**src/rtl/microseq_pkg.sv**
```systemverilog
package microseq_pkg;

  localparam int CAR_W     = 5;
  localparam int OP_W      = 2;
  localparam int EN_W      = 18;
  localparam logic [CAR_W-1:0] RESET_ADDR = CAR_W'(1);

  // opcode encodings
  localparam logic [OP_W-1:0] OP_LOAD  = 2'b00;
  localparam logic [OP_W-1:0] OP_ADD   = 2'b01;
  localparam logic [OP_W-1:0] OP_JUMP  = 2'b10;
  localparam logic [OP_W-1:0] OP_STORE = 2'b11;

  // datapath strobes, MSB first (memWrite = bit 17, memAccess = bit 0)
  typedef struct packed {
    logic memWrite;
    logic memRead;
    logic aluAdd;
    logic carryIn;
    logic marFromIr;
    logic irFromMbr;
    logic aluSelPc;
    logic pcFromIr;
    logic memFromMbr;
    logic mbrFromAc;
    logic acFromMbr;
    logic acFromAlu;
    logic aluSelAc;
    logic aluSelMbr;
    logic mbrFromMem;
    logic pcFromAlu;
    logic marFromPc;
    logic memAccess;
  } strobes_t;

  typedef struct packed {
    strobes_t           stb;
    logic               kAlways;
    logic               tLoad;
    logic               tStore;
    logic               tAdd;
    logic               tJump;
    logic [CAR_W-1:0]   seqAddr;
    logic [CAR_W-1:0]   jmpAddr;
  } ctlWord_t;

endpackage

```
**src/rtl/microseq_store.sv**
```systemverilog
module microseq_store
  import microseq_pkg::*;
#(
  parameter int ADDR_W = CAR_W
) (
  input  logic [ADDR_W-1:0] car,
  output ctlWord_t          word
);

  localparam logic [ADDR_W-1:0] HOME = ADDR_W'(RESET_ADDR);

  always_comb begin
    word         = '0;
    word.seqAddr = HOME;
    word.jmpAddr = HOME;
    case (car)
      // fetch
      ADDR_W'(1): begin
        word.stb.marFromPc = 1'b1;
        word.seqAddr = ADDR_W'(2);
      end
      ADDR_W'(2): begin
        word.stb.memAccess  = 1'b1;
        word.stb.mbrFromMem = 1'b1;
        word.stb.aluSelPc   = 1'b1;
        word.stb.aluAdd     = 1'b1;
        word.stb.carryIn    = 1'b1;
        word.stb.memRead    = 1'b1;
        word.seqAddr = ADDR_W'(3);
      end
      ADDR_W'(3): begin
        word.stb.pcFromAlu = 1'b1;
        word.stb.irFromMbr = 1'b1;
        word.kAlways = 1'b1;
        word.jmpAddr = ADDR_W'(7);
      end
      // load routine
      ADDR_W'(4): begin
        word.stb.marFromIr = 1'b1;
        word.seqAddr = ADDR_W'(5);
      end
      ADDR_W'(5): begin
        word.stb.memAccess  = 1'b1;
        word.stb.mbrFromMem = 1'b1;
        word.stb.memRead    = 1'b1;
        word.seqAddr = ADDR_W'(6);
      end
      ADDR_W'(6): begin
        word.stb.acFromMbr = 1'b1;
        word.kAlways = 1'b1;
      end
      // dispatch chain
      ADDR_W'(7): begin
        word.tLoad = 1'b1;
        word.seqAddr = ADDR_W'(8);
        word.jmpAddr = ADDR_W'(4);
      end
      ADDR_W'(8): begin
        word.tStore = 1'b1;
        word.seqAddr = ADDR_W'(9);
        word.jmpAddr = ADDR_W'(11);
      end
      ADDR_W'(9): begin
        word.tAdd = 1'b1;
        word.seqAddr = ADDR_W'(10);
        word.jmpAddr = ADDR_W'(13);
      end
      ADDR_W'(10): begin
        word.tJump = 1'b1;
        word.seqAddr = ADDR_W'(7);
        word.jmpAddr = ADDR_W'(17);
      end
      // store routine
      ADDR_W'(11): begin
        word.stb.mbrFromAc = 1'b1;
        word.stb.marFromIr = 1'b1;
        word.seqAddr = ADDR_W'(12);
      end
      ADDR_W'(12): begin
        word.stb.memAccess  = 1'b1;
        word.stb.memFromMbr = 1'b1;
        word.stb.memWrite   = 1'b1;
        word.kAlways = 1'b1;
      end
      // add routine
      ADDR_W'(13): begin
        word.stb.marFromIr = 1'b1;
        word.seqAddr = ADDR_W'(14);
      end
      ADDR_W'(14): begin
        word.stb.memAccess  = 1'b1;
        word.stb.mbrFromMem = 1'b1;
        word.stb.memRead    = 1'b1;
        word.seqAddr = ADDR_W'(15);
      end
      ADDR_W'(15): begin
        word.stb.aluSelMbr = 1'b1;
        word.stb.aluSelAc  = 1'b1;
        word.stb.aluAdd    = 1'b1;
        word.seqAddr = ADDR_W'(16);
      end
      ADDR_W'(16): begin
        word.stb.acFromAlu = 1'b1;
        word.kAlways = 1'b1;
      end
      // jump routine
      ADDR_W'(17): begin
        word.stb.pcFromIr = 1'b1;
        word.kAlways = 1'b1;
      end
      default: ;
    endcase
  end

endmodule

```
**src/rtl/microseq_next.sv**
```systemverilog
module microseq_next
  import microseq_pkg::*;
#(
  parameter int ADDR_W = CAR_W,
  parameter int OPW    = OP_W
) (
  input  logic              clk,
  input  logic              rstN,
  input  logic [OPW-1:0]    irOp,
  input  ctlWord_t          word,
  output logic [ADDR_W-1:0] car
);

  localparam int NUM_OPS = 1 << OPW;

  logic [NUM_OPS-1:0] opHot;
  logic               isLoad, isStore, isAdd, isJump;
  logic               takeJump;
  logic [ADDR_W-1:0]  carNext;

  // 2-to-4 opcode decode
  for (genvar g = 0; g < NUM_OPS; g++) begin : g_dec
    assign opHot[g] = (irOp == OPW'(g));
  end

  assign isLoad  = opHot[OP_LOAD];
  assign isStore = opHot[OP_STORE];
  assign isAdd   = opHot[OP_ADD];
  assign isJump  = opHot[OP_JUMP];

  assign takeJump = word.kAlways
                  | (word.tLoad  & isLoad)
                  | (word.tStore & isStore)
                  | (word.tAdd   & isAdd)
                  | (word.tJump  & isJump);

  assign carNext = takeJump ? word.jmpAddr : word.seqAddr;

  always_ff @(posedge clk or negedge rstN) begin
    if (!rstN) car <= ADDR_W'(RESET_ADDR);
    else       car <= carNext;
  end

endmodule

```
**src/rtl/microseq_top.sv**
```systemverilog
module microseq_top
  import microseq_pkg::*;
(
  input  logic            clk,
  input  logic            rstN,
  input  logic [OP_W-1:0] irOp,
  output logic [EN_W-1:0] enables
);

  logic [CAR_W-1:0] carQ;
  ctlWord_t         curWord;

  microseq_store #(.ADDR_W(CAR_W)) store_i (
    .car  (carQ),
    .word (curWord)
  );

  microseq_next #(.ADDR_W(CAR_W), .OPW(OP_W)) next_i (
    .clk  (clk),
    .rstN (rstN),
    .irOp (irOp),
    .word (curWord),
    .car  (carQ)
  );

  assign enables = curWord.stb;

endmodule

```
**config.mk**
```make
export PLATFORM = sky130hd
export DESIGN_NAME = microseq_top
export DESIGN_NICKNAME = d
export VERILOG_FILES = /design/src/rtl/microseq_pkg.sv /design/src/rtl/microseq_store.sv /design/src/rtl/microseq_next.sv /design/src/rtl/microseq_top.sv
export SDC_FILE = /design/constraint.sdc
export NUM_CORES = 1
export LEC_CHECK = 0
export ABC_AREA = 1
export BUFFER_PORTS_ARGS = -buffer_cell sky130_fd_sc_hd__buf_2
export CAP_MARGIN = 40
export CORE_AREA = 2 2 39 41
export DETAILED_ROUTE_END_ITERATION = 8
export DIE_AREA = 0 0 41 43
export HOLD_SLACK_MARGIN = 0.12
export PLACE_DENSITY = 0.79
export SLEW_MARGIN = 30
export SYNTH_ARGS = -nofsm -noshare
export SYNTH_HDL_FRONTEND = slang
export SYNTH_SLANG_ARGS = --single-unit
```
**constraint.sdc**
```tcl
create_clock -name clk -period 1.65 [get_ports clk]
set_input_delay 0.0825 -clock clk [delete_from_list [all_inputs] [get_ports clk]]
set_output_delay 0.0825 -clock clk [all_outputs]
set_load 0.02 [all_outputs]
```
=== Word-level counts from Yosys, hierarchy flattened ===
Index checks and enable logic that the tools add are counted.

* Register bits after elaboration: 5
* Word-level logic and storage cells: 56

* Eq/ne operators: 20
* Multiplexer cells: 21
* Bitwise gates (word level): 8
* Reduce and logical (&&, ||, !) cells: 6

{| class="wikitable"
|+ Operators by type and width
! cell !! count
|-
| one-hot mux 5 bit (12 select lines) || 1
|-
| == test 5 x 4 -> 1 bit, second input constant || 8
|-
| one-hot mux 5 bit (5 select lines) || 1
|-
| == test 5 x 3 -> 1 bit, second input constant || 4
|-
| two-way mux 1 bit || 17
|-
| == test 5 x 2 -> 1 bit, second input constant || 2
|-
| == test 5 bit, second input constant || 2
|-
| OR reduction 3 bit || 2
|-
| == test 5 x 1 -> 1 bit, second input constant || 1
|-
| two-way mux 5 bit || 1
|-
| OR reduction 5 bit || 1
|-
| bitwise AND 1 bit || 4
|-
| == test 2 bit, second input constant || 2
|-
| OR 1 bit || 4
|-
| OR reduction 4 bit || 1
|-
| == test 2 x 1 -> 1 bit, second input constant || 1
|-
| zero test 2 bit || 1
|-
| two-way mux 2 bit || 1
|-
| OR reduction 2 bit || 1
|}

=== Logic depth before layout (Yosys ltp) ===
Gate-level depths: netlist of run 1.

* Depth after elaboration: 8
* Depth in mapped cells: 10

=== Hierarchy ===
From an unflattened synthesis of run 1, not the netlist that was laid out.

* Cells, all modules: 103
* Area, all modules: 589.3 um^2

{| class="wikitable"
|+ Modules (own cells, without submodules)
! module !! times used !! cells each !! area each (um^2) !! seq. area each (um^2)
|-
| microseq_store || 1 || 72 || 327.8 || 0.0
|-
| microseq_next || 1 || 31 || 261.5 || 126.4
|}

=== Worst setup path before layout of run 1 ===
No wires, ideal clock.

* Path type: register -> register
* From: reg next_i.car[2]
* To: reg next_i.car[3]
* Setup time: 0.066 ns
* Arrival: 1.336 ns
* Required time: 1.584 ns
* Slack: 0.247 ns
* Stages on the path, launching flop included: 8
* Buffers on the path: 0
* Path through: dfrtp_1 -> nor2_1 -> nand2_1 -> nor2_1 -> nor2_1 -> o2111ai_1 -> nand2_1 -> nand2_1

* Cells in the longest elaborated chain, start to end: 8

{| class="wikitable"
|+ Ends and longest elaborated chain
! what !! RTL line !! text
|-
| from (decl) || microseq_next.sv:11 || <nowiki>output logic [ADDR_W-1:0] car</nowiki>
|-
| from (signal assigned) || microseq_next.sv:40 || <nowiki>if (!rstN) car <= ADDR_W'(RESET_ADDR);</nowiki>
|-
| from (signal assigned) || microseq_next.sv:41 || <nowiki>else car <= carNext;</nowiki>
|-
| == test 5 bit (tied with other cells) || microseq_store.sv:16 || <nowiki>case (car)</nowiki>
|-
| OR reduction 5 bit (no line) or two-way mux 1 bit (tied branches) || n/a ||
|-
| two-way mux 1 bit or bitwise AND 1 bit (tied branches) || microseq_store.sv:16, microseq_next.sv:32 ||
|-
| OR 1 bit || microseq_next.sv:32 || <nowiki>| (word.tLoad & isLoad)</nowiki>
|-
| OR 1 bit || microseq_next.sv:33 || <nowiki>| (word.tStore & isStore)</nowiki>
|-
| OR 1 bit || microseq_next.sv:34 || <nowiki>| (word.tAdd & isAdd)</nowiki>
|-
| OR 1 bit || microseq_next.sv:35 || <nowiki>| (word.tJump & isJump);</nowiki>
|-
| two-way mux 5 bit * || microseq_next.sv:37 || <nowiki>assign carNext = takeJump ? word.jmpAddr : word.seqAddr;</nowiki>
|-
| named net next_i.carNext[3] || microseq_next.sv:19 || <nowiki>logic [ADDR_W-1:0] carNext;</nowiki>
|}

Mark *: on every way through the listed nets, which the timed path passes. The rest lies on a longest branch.

=== Worst setup path in the final report of run 1 ===
* From: reg next_i.car[3]
* To: out enables[16]

* Cells in the longest elaborated chain, start to end: 3

{| class="wikitable"
|+ Ends and longest elaborated chain
! what !! RTL line !! text
|-
| == test 5 x 3 -> 1 bit (tied with other cells) || microseq_store.sv:16 ||
|-
| OR reduction 3 bit (no line) * || n/a ||
|-
| two-way mux 1 bit * || microseq_store.sv:16 ||
|-
| to (decl) || microseq_top.sv:7 || <nowiki>output logic [EN_W-1:0] enables</nowiki>
|}

Every way passes the cells marked *; elsewhere a longest branch is shown, timed or not.

==> results of run 1 <==
==> synth_stat cells, drive strengths merged <==
cell type and count:
nand4 1, nor3 1, buf 6, o311ai 1
nand3 17, o2111ai 1, o31ai 1, nor4 1
inv 16, dfstp 1, dfrtp 4, nor2 15
nand2 30
==> cell families (layout without fill, tap and decap cells) <==
logic type	after synthesis	in the layout	share of synthesized area
DFF	5	5	0.237
AOI/OAI and AO/OA	3	3	0.0470
buffers and inverters	22	43	0.192
and+or+nand+nor	65	65	0.523
==> worst max-delay path, delay by kind of cell, from the launching register on <==
family / cells / cell delay [ps]
flops: 1 / 490
simple gates: 4 / 490
buf+inv: 2 / 220
==> area by class of cell <==
cell class	count	area, µm²	share of cell area
sequential	5	129	0.190
timing repair buffer	23	125	0.184
clock buffer	4	26.3	0.0387
tap	16	20.0	0.0295
inverter	16	60.1	0.0884
multi-input combinational	68	319	0.470
==> timing repair <==
action	in CTS	in global routing
hold buffers	2	0
endpoints found under the hold margin	6	0
endpoints found under the setup margin	0	13
gates resized for setup	0	9
==> power by group <==
group | leakage (nW) | switching, mW | total (mW) | internal (mW)
Clock | 0.0150 | 0.0466 | 0.138 | 0.0912
Sequential | 0.0604 | 0.0877 | 0.270 | 0.183
Combinational | 0.401 | 0.533 | 0.788 | 0.255
Total | 0.476 | 0.667 | 1.20 | 0.529
==> metal layers <==
metal	share of wire	global-route usage	wire length [µm]	up-vias
met5	0	0	0	-
met1	0.40	0.203	511	281
li1	-	-	-	337
met4	0.013	0.0800	17	0
met2	0.49	0.256	631	41
met3	0.098	0.0366	126	2
==> final timing paths <==
| path | from | endpoint | depth (start not counted) |
|---|---|---|---|
| max | next_i.car[3] | enables[16] | 6 |
| min | rstN | next_i.car[4] | 2 |
| max reg2reg | next_i.car[0] | next_i.car[2] | 8 |
| min reg2reg | next_i.car[0] | next_i.car[0] | 3 |
| max in group asynchronous | rstN | next_i.car[0] | 2 |
| min in group clk | irOp[1] | next_i.car[4] | 3 |
==> through the flow <==
step	util	worst slack [ps]
floorplan	-	247
global placement	0.445	111
detailed placement	0.445	147
CTS	0.478	22.6
global route	0.491	8.40
finish	0.491	131
==> flow_summary_export.csv, run 1 <==
group,metric,value,unit
synthesis,netlist_area,533,µm²
power_and_ir_drop,power_density,1760,nW/µm²
worst_setup_path,crit_required,1570,ps
synthesis,yosysSeqAreaShare,0.237,
clock_network,cts_num_sinks,5,
worst_setup_path,max_stage_delay,490,ps
synthesis,syn_area_per_cell,5.61,µm²
worst_setup_path,cp-end-kind,"primary output",
cells_and_area,reg_top3,"next_i.car (5)",
worst_setup_path,worstPathMaxFanout,13,
worst_setup_path,path_class,"register to primary output",
cells_and_area,fillers,146,
clock_network,cts_tree,"yes",
route,wirelength,1290,µm
global_routing,antenna_found_initial,0,
power_and_ir_drop,ir_drop,0.754,mV
cells_and_area,regMostFlops,"next_i.car",
status,status,"finished clean",
power_and_ir_drop,leakage,0.476,nW
sta,fin_skew,0.780,ps
synthesis,synth_warnings,0,
sta,hold_slack,175,ps
placement,gp_congestion,0.915,
worst_setup_path,cpMostUsedCell,"nor2_2",
cells_and_area,layout.nets,121,
die,io_pins,22,
global_routing,grt_max_degree,14,
power_and_ir_drop,total_power,1.20,mW
placement,place_area,616,µm²
placement,port_buffers,21,
clock_network,root_buffer,"clkbuf_4",
sta,period_minus_slack,1520,ps
die,start_util,0.385,
clock_network,numCtsBuffers,3,
clock_network,cts_buffer_depth,2,
die,die_x,41,µm
worst_setup_path,crit_chain,"nor2_2 > nand3_1 > nand2_1 > nor2_2 > inv_1 > buf_2",
worst_setup_path,rrSetupSlack,200,ps
cells_and_area,syn_to_final_growth,27.5,%
clock_network,clkTransAtPathRegs,40,ps
sta,hold_viol,0,
route,first_pass_iters,4,
sta,rsz0062_at_grt,"false",
cells_and_area,layout_commonest_cell,"nand2_1",
global_routing,grt_overflow,0,
die,design.die.area,1760,µm²
sta,max_freq,659,MHz
cells_and_area,num_antenna_cells,0,
synthesis,synth_cell_type_count,16,
hold_path,hold_class,"primary input to async pin",
synthesis,ys_ff_latch,5,
die,core,1380,µm²
placement,place_inst,126,
route,vias,661,
die,fp.dieH,43,µm
route,viasPerCell,5.01,
route,wire_per_inst,9.74,µm
worst_setup_path,start_kind,"register",
route,drcViolationCount,0,
sta,final_max_slew_viol_count,0,
global_routing,grt_pass1_vias,541,
cells_and_area,layout.cells.non_filler,132,
cells_and_area,largest_register_ffs,5,
worst_setup_path,critical_path_arrival,1440,ps
clock_network,cts_setup_buffers,0,
sta,setup_tns,0,ps
clock_network,clk_latency,240,ps
synthesis,syn-num-nets,99,
sta,setup_violations,0,
synthesis,synth_area_leaders,"nand2_1 20%, dfrtp_1 19%, nand3_1 16%",
sta,slew_headroom,0.791,
sta,tightest_slew,310,ps
synthesis,synth_top_cell_by_area,"nand2_1",
global_routing,grt_pass1_wl,2030,µm
die,rows,14,
sta,min_period_over_period,0.920,
global_routing,grt_usage,0.164,
route,drt_iter0_drc,23,
placement,dpl.hpwl,1030,µm
synthesis,syn_inst,95,
synthesis,synthDominantCellAreaShare,0.204,
worst_setup_path,cpMaxStageDelayCell,"dfrtp_2",
cells_and_area,layout_common_cells,"29 x nand2_1, 21 x buf_2, 16 x nand3_1",
cells_and_area,layout-drive-gt1-share,0.319,
route,ant_nets,0,
flow_run,cap_violations,0,
clock_network,htree_num_levels,1,
cells_and_area,final_area,679,µm²
Note: power is estimated with default switching activity, not from simulation.
==> run 2, diff against run 1 <==
--- a/config.mk
+++ b/config.mk
@@ -8,11 +8,11 @@
 export ABC_AREA = 1
 export BUFFER_PORTS_ARGS = -buffer_cell sky130_fd_sc_hd__buf_2
 export CAP_MARGIN = 40
-export CORE_AREA = 2 2 39 41
+export CORE_MARGIN = 2
+export CORE_UTILIZATION = 41
 export DETAILED_ROUTE_END_ITERATION = 8
-export DIE_AREA = 0 0 41 43
 export HOLD_SLACK_MARGIN = 0.12
-export PLACE_DENSITY = 0.79
+export PLACE_DENSITY = 0.75
 export SLEW_MARGIN = 30
 export SYNTH_ARGS = -nofsm -noshare
 export SYNTH_HDL_FRONTEND = slang
==> constraint.sdc (replaced) <==
create_clock -name clk -period 1.29 [get_ports clk]
set_input_delay 0.0645 -clock clk [delete_from_list [all_inputs] [get_ports clk]]
set_output_delay 0.0645 -clock clk [all_outputs]
set_load 0.02 [all_outputs]
==> flow_summary_export.csv, run 2 (synthesis results as in run 1) <==
group,metric,value,unit
sta,hold_viol,0,
route,wirelength,2980,µm
route,drcViolationCount,0,
worst_setup_path,rrSetupSlack,-400,ps
flow_run,cap_violations,0,
sta,fin_skew,5.78,ps
placement,port_buffers,21,
die,rows,12,
sta,period_minus_slack,1690,ps
power_and_ir_drop,total_power,2.58,mW
worst_setup_path,cp-end-kind,"register",
sta,tightest_slew,429,ps
clock_network,cts_tree,"yes",
die,core,1160,µm²
die,die_x,40.1,µm
status,violations,"setup timing",
power_and_ir_drop,power_density,2340,nW/µm²
route,vias,945,
die,io_pins,22,
cells_and_area,reg_top3,"next_i.car (5)",
sta,slew_headroom,0.711,
clock_network,htree_num_levels,1,
sta,rsz0062_at_grt,"true",
cells_and_area,largest_register_ffs,5,
clock_network,clkTransAtPathRegs,50,ps
cells_and_area,regMostFlops,"next_i.car",
worst_setup_path,start_kind,"register",
cells_and_area,layout.nets,146,
cells_and_area,syn_to_final_growth,107,%
worst_setup_path,r2r-start,"next_i.car[1]",
die,start_util,0.461,
power_and_ir_drop,ir_drop,1.66,mV
power_and_ir_drop,leakage,0.621,nW
sta,setup_violations,23,
clock_network,root_buffer,"clkbuf_4",
global_routing,grt_pass1_wl,2700,µm
worst_setup_path,critical_path_arrival,1820,ps
worst_setup_path,worstPathMaxFanout,4,
placement,gp_congestion,0.892,
placement,dpl.hpwl,1310,µm
status,status,"finished with violations",
route,first_pass_iters,5,
global_routing,antenna_found_initial,0,
sta,fin_ws,-403,ps
clock_network,numCtsBuffers,3,
route,drt_iter0_drc,48,
cells_and_area,layout_common_cells,"27 x buf_4, 24 x nand2_1, 14 x buf_6",
clock_network,clk_latency,250,ps
worst_setup_path,worst_r2r_endpoint,"next_i.car[3]",
clock_network,cts_num_sinks,5,
sta,final_max_slew_viol_count,0,
cells_and_area,layout_commonest_cell,"buf_4",
global_routing,grt_usage,0.257,
worst_setup_path,worstRegToRegCells,9,
clock_network,cts_buffer_depth,2,
hold_path,hold_class,"primary input to async pin",
die,design.die.area,1600,µm²
sta,max_freq,591,MHz
placement,place_ws,-133,ps
global_routing,grt_max_degree,9,
route,ant_nets,0,
worst_setup_path,crit_required,1420,ps
route,wire_per_inst,19.2,µm
cells_and_area,layout.cells.non_filler,155,
cells_and_area,fillers,30,
worst_setup_path,path_class,"register to register",
placement,place_inst,141,
cells_and_area,num_antenna_cells,0,
route,viasPerCell,6.10,
global_routing,grt_overflow,0,
sta,min_period_over_period,1.31,
die,fp.dieH,40.1,µm
global_routing,grt_pass1_vias,664,
cells_and_area,layout-drive-gt1-share,0.645,
run 2: repair_timing:
item / 4_1_cts / 5_1_grt
gates resized for setup: 28 / 48
pin swaps: 5 / 7
hold buffers: 2 / 0
hold endpoints to repair: 6 / 0
setup endpoints to repair: 22 / 22
setup buffers: 2 / 6
run 2: report_power, final:
group / total, mW / leakage, nW / internal [mW] / switching (mW)
Sequential: 0.354 / 0.0587 / 0.234 / 0.120
Clock: 0.188 / 0.0150 / 0.117 / 0.0702
Combinational: 2.04 / 0.547 / 0.839 / 1.20
Total: 2.58 / 0.621 / 1.19 / 1.39
run 2: metal layers:
layer / part of all wire / vias to the layer above / routed length (µm) / global-route usage
met2: 0.51 / 81 / 1520 / 0.464
met3: 0.091 / 26 / 272 / 0.0500
met1: 0.34 / 449 / 1030 / 0.290
li1: - / 389 / - / -
met4: 0.056 / 0 / 166 / 0.103
met5: 0 / - / 0 / 0
run 2: final cells by class:
cell class | count | area (µm²) | area share
repair buffers | 48 | 405 | 0.367
clock buffers | 4 | 26.3 | 0.0238
flip-flops and latches | 5 | 130 | 0.118
multi-input cells | 68 | 460 | 0.417
inverters | 16 | 65.1 | 0.0589
well taps | 14 | 17.5 | 0.0159
run 2: worst max path at each step:
stage                     cells after the start       endpoint  slack, ps           from
after global placement                        9  next_i.car[1]       -100  next_i.car[0]
after global routing                          9  next_i.car[3]       -410  next_i.car[1]
after floorplan                               7  next_i.car[3]        -10  next_i.car[2]
after CTS                                     6    enables[13]       -240  next_i.car[2]
final                                         9  next_i.car[3]       -400  next_i.car[1]
after detailed placement                      8  next_i.car[0]       -130  next_i.car[0]
run 2: per-stage QoR:
stage               hold WS (ps)  setup TNS [ps]  instance area, µm²   util
CTS                          163           -3600                 902  0.780
global route                 165           -6570                1100  0.956
global placement            -122            -413                 759  0.657
finish                       163           -5450                1100  0.956
detailed placement          -123            -519                 759  0.657
floorplan                   -231           -12.1                 552      -
run 2: worst max-delay path, stage by stage, from the launching register on:
cell and delay [ps]:
dfrtp_1 430, inv_2 90, nor2_2 210, nand3_1 220
nand2_1 120, nand3_1 160, nand2_2 130, nor2_4 50
nand2_1 100, nand2_1 60
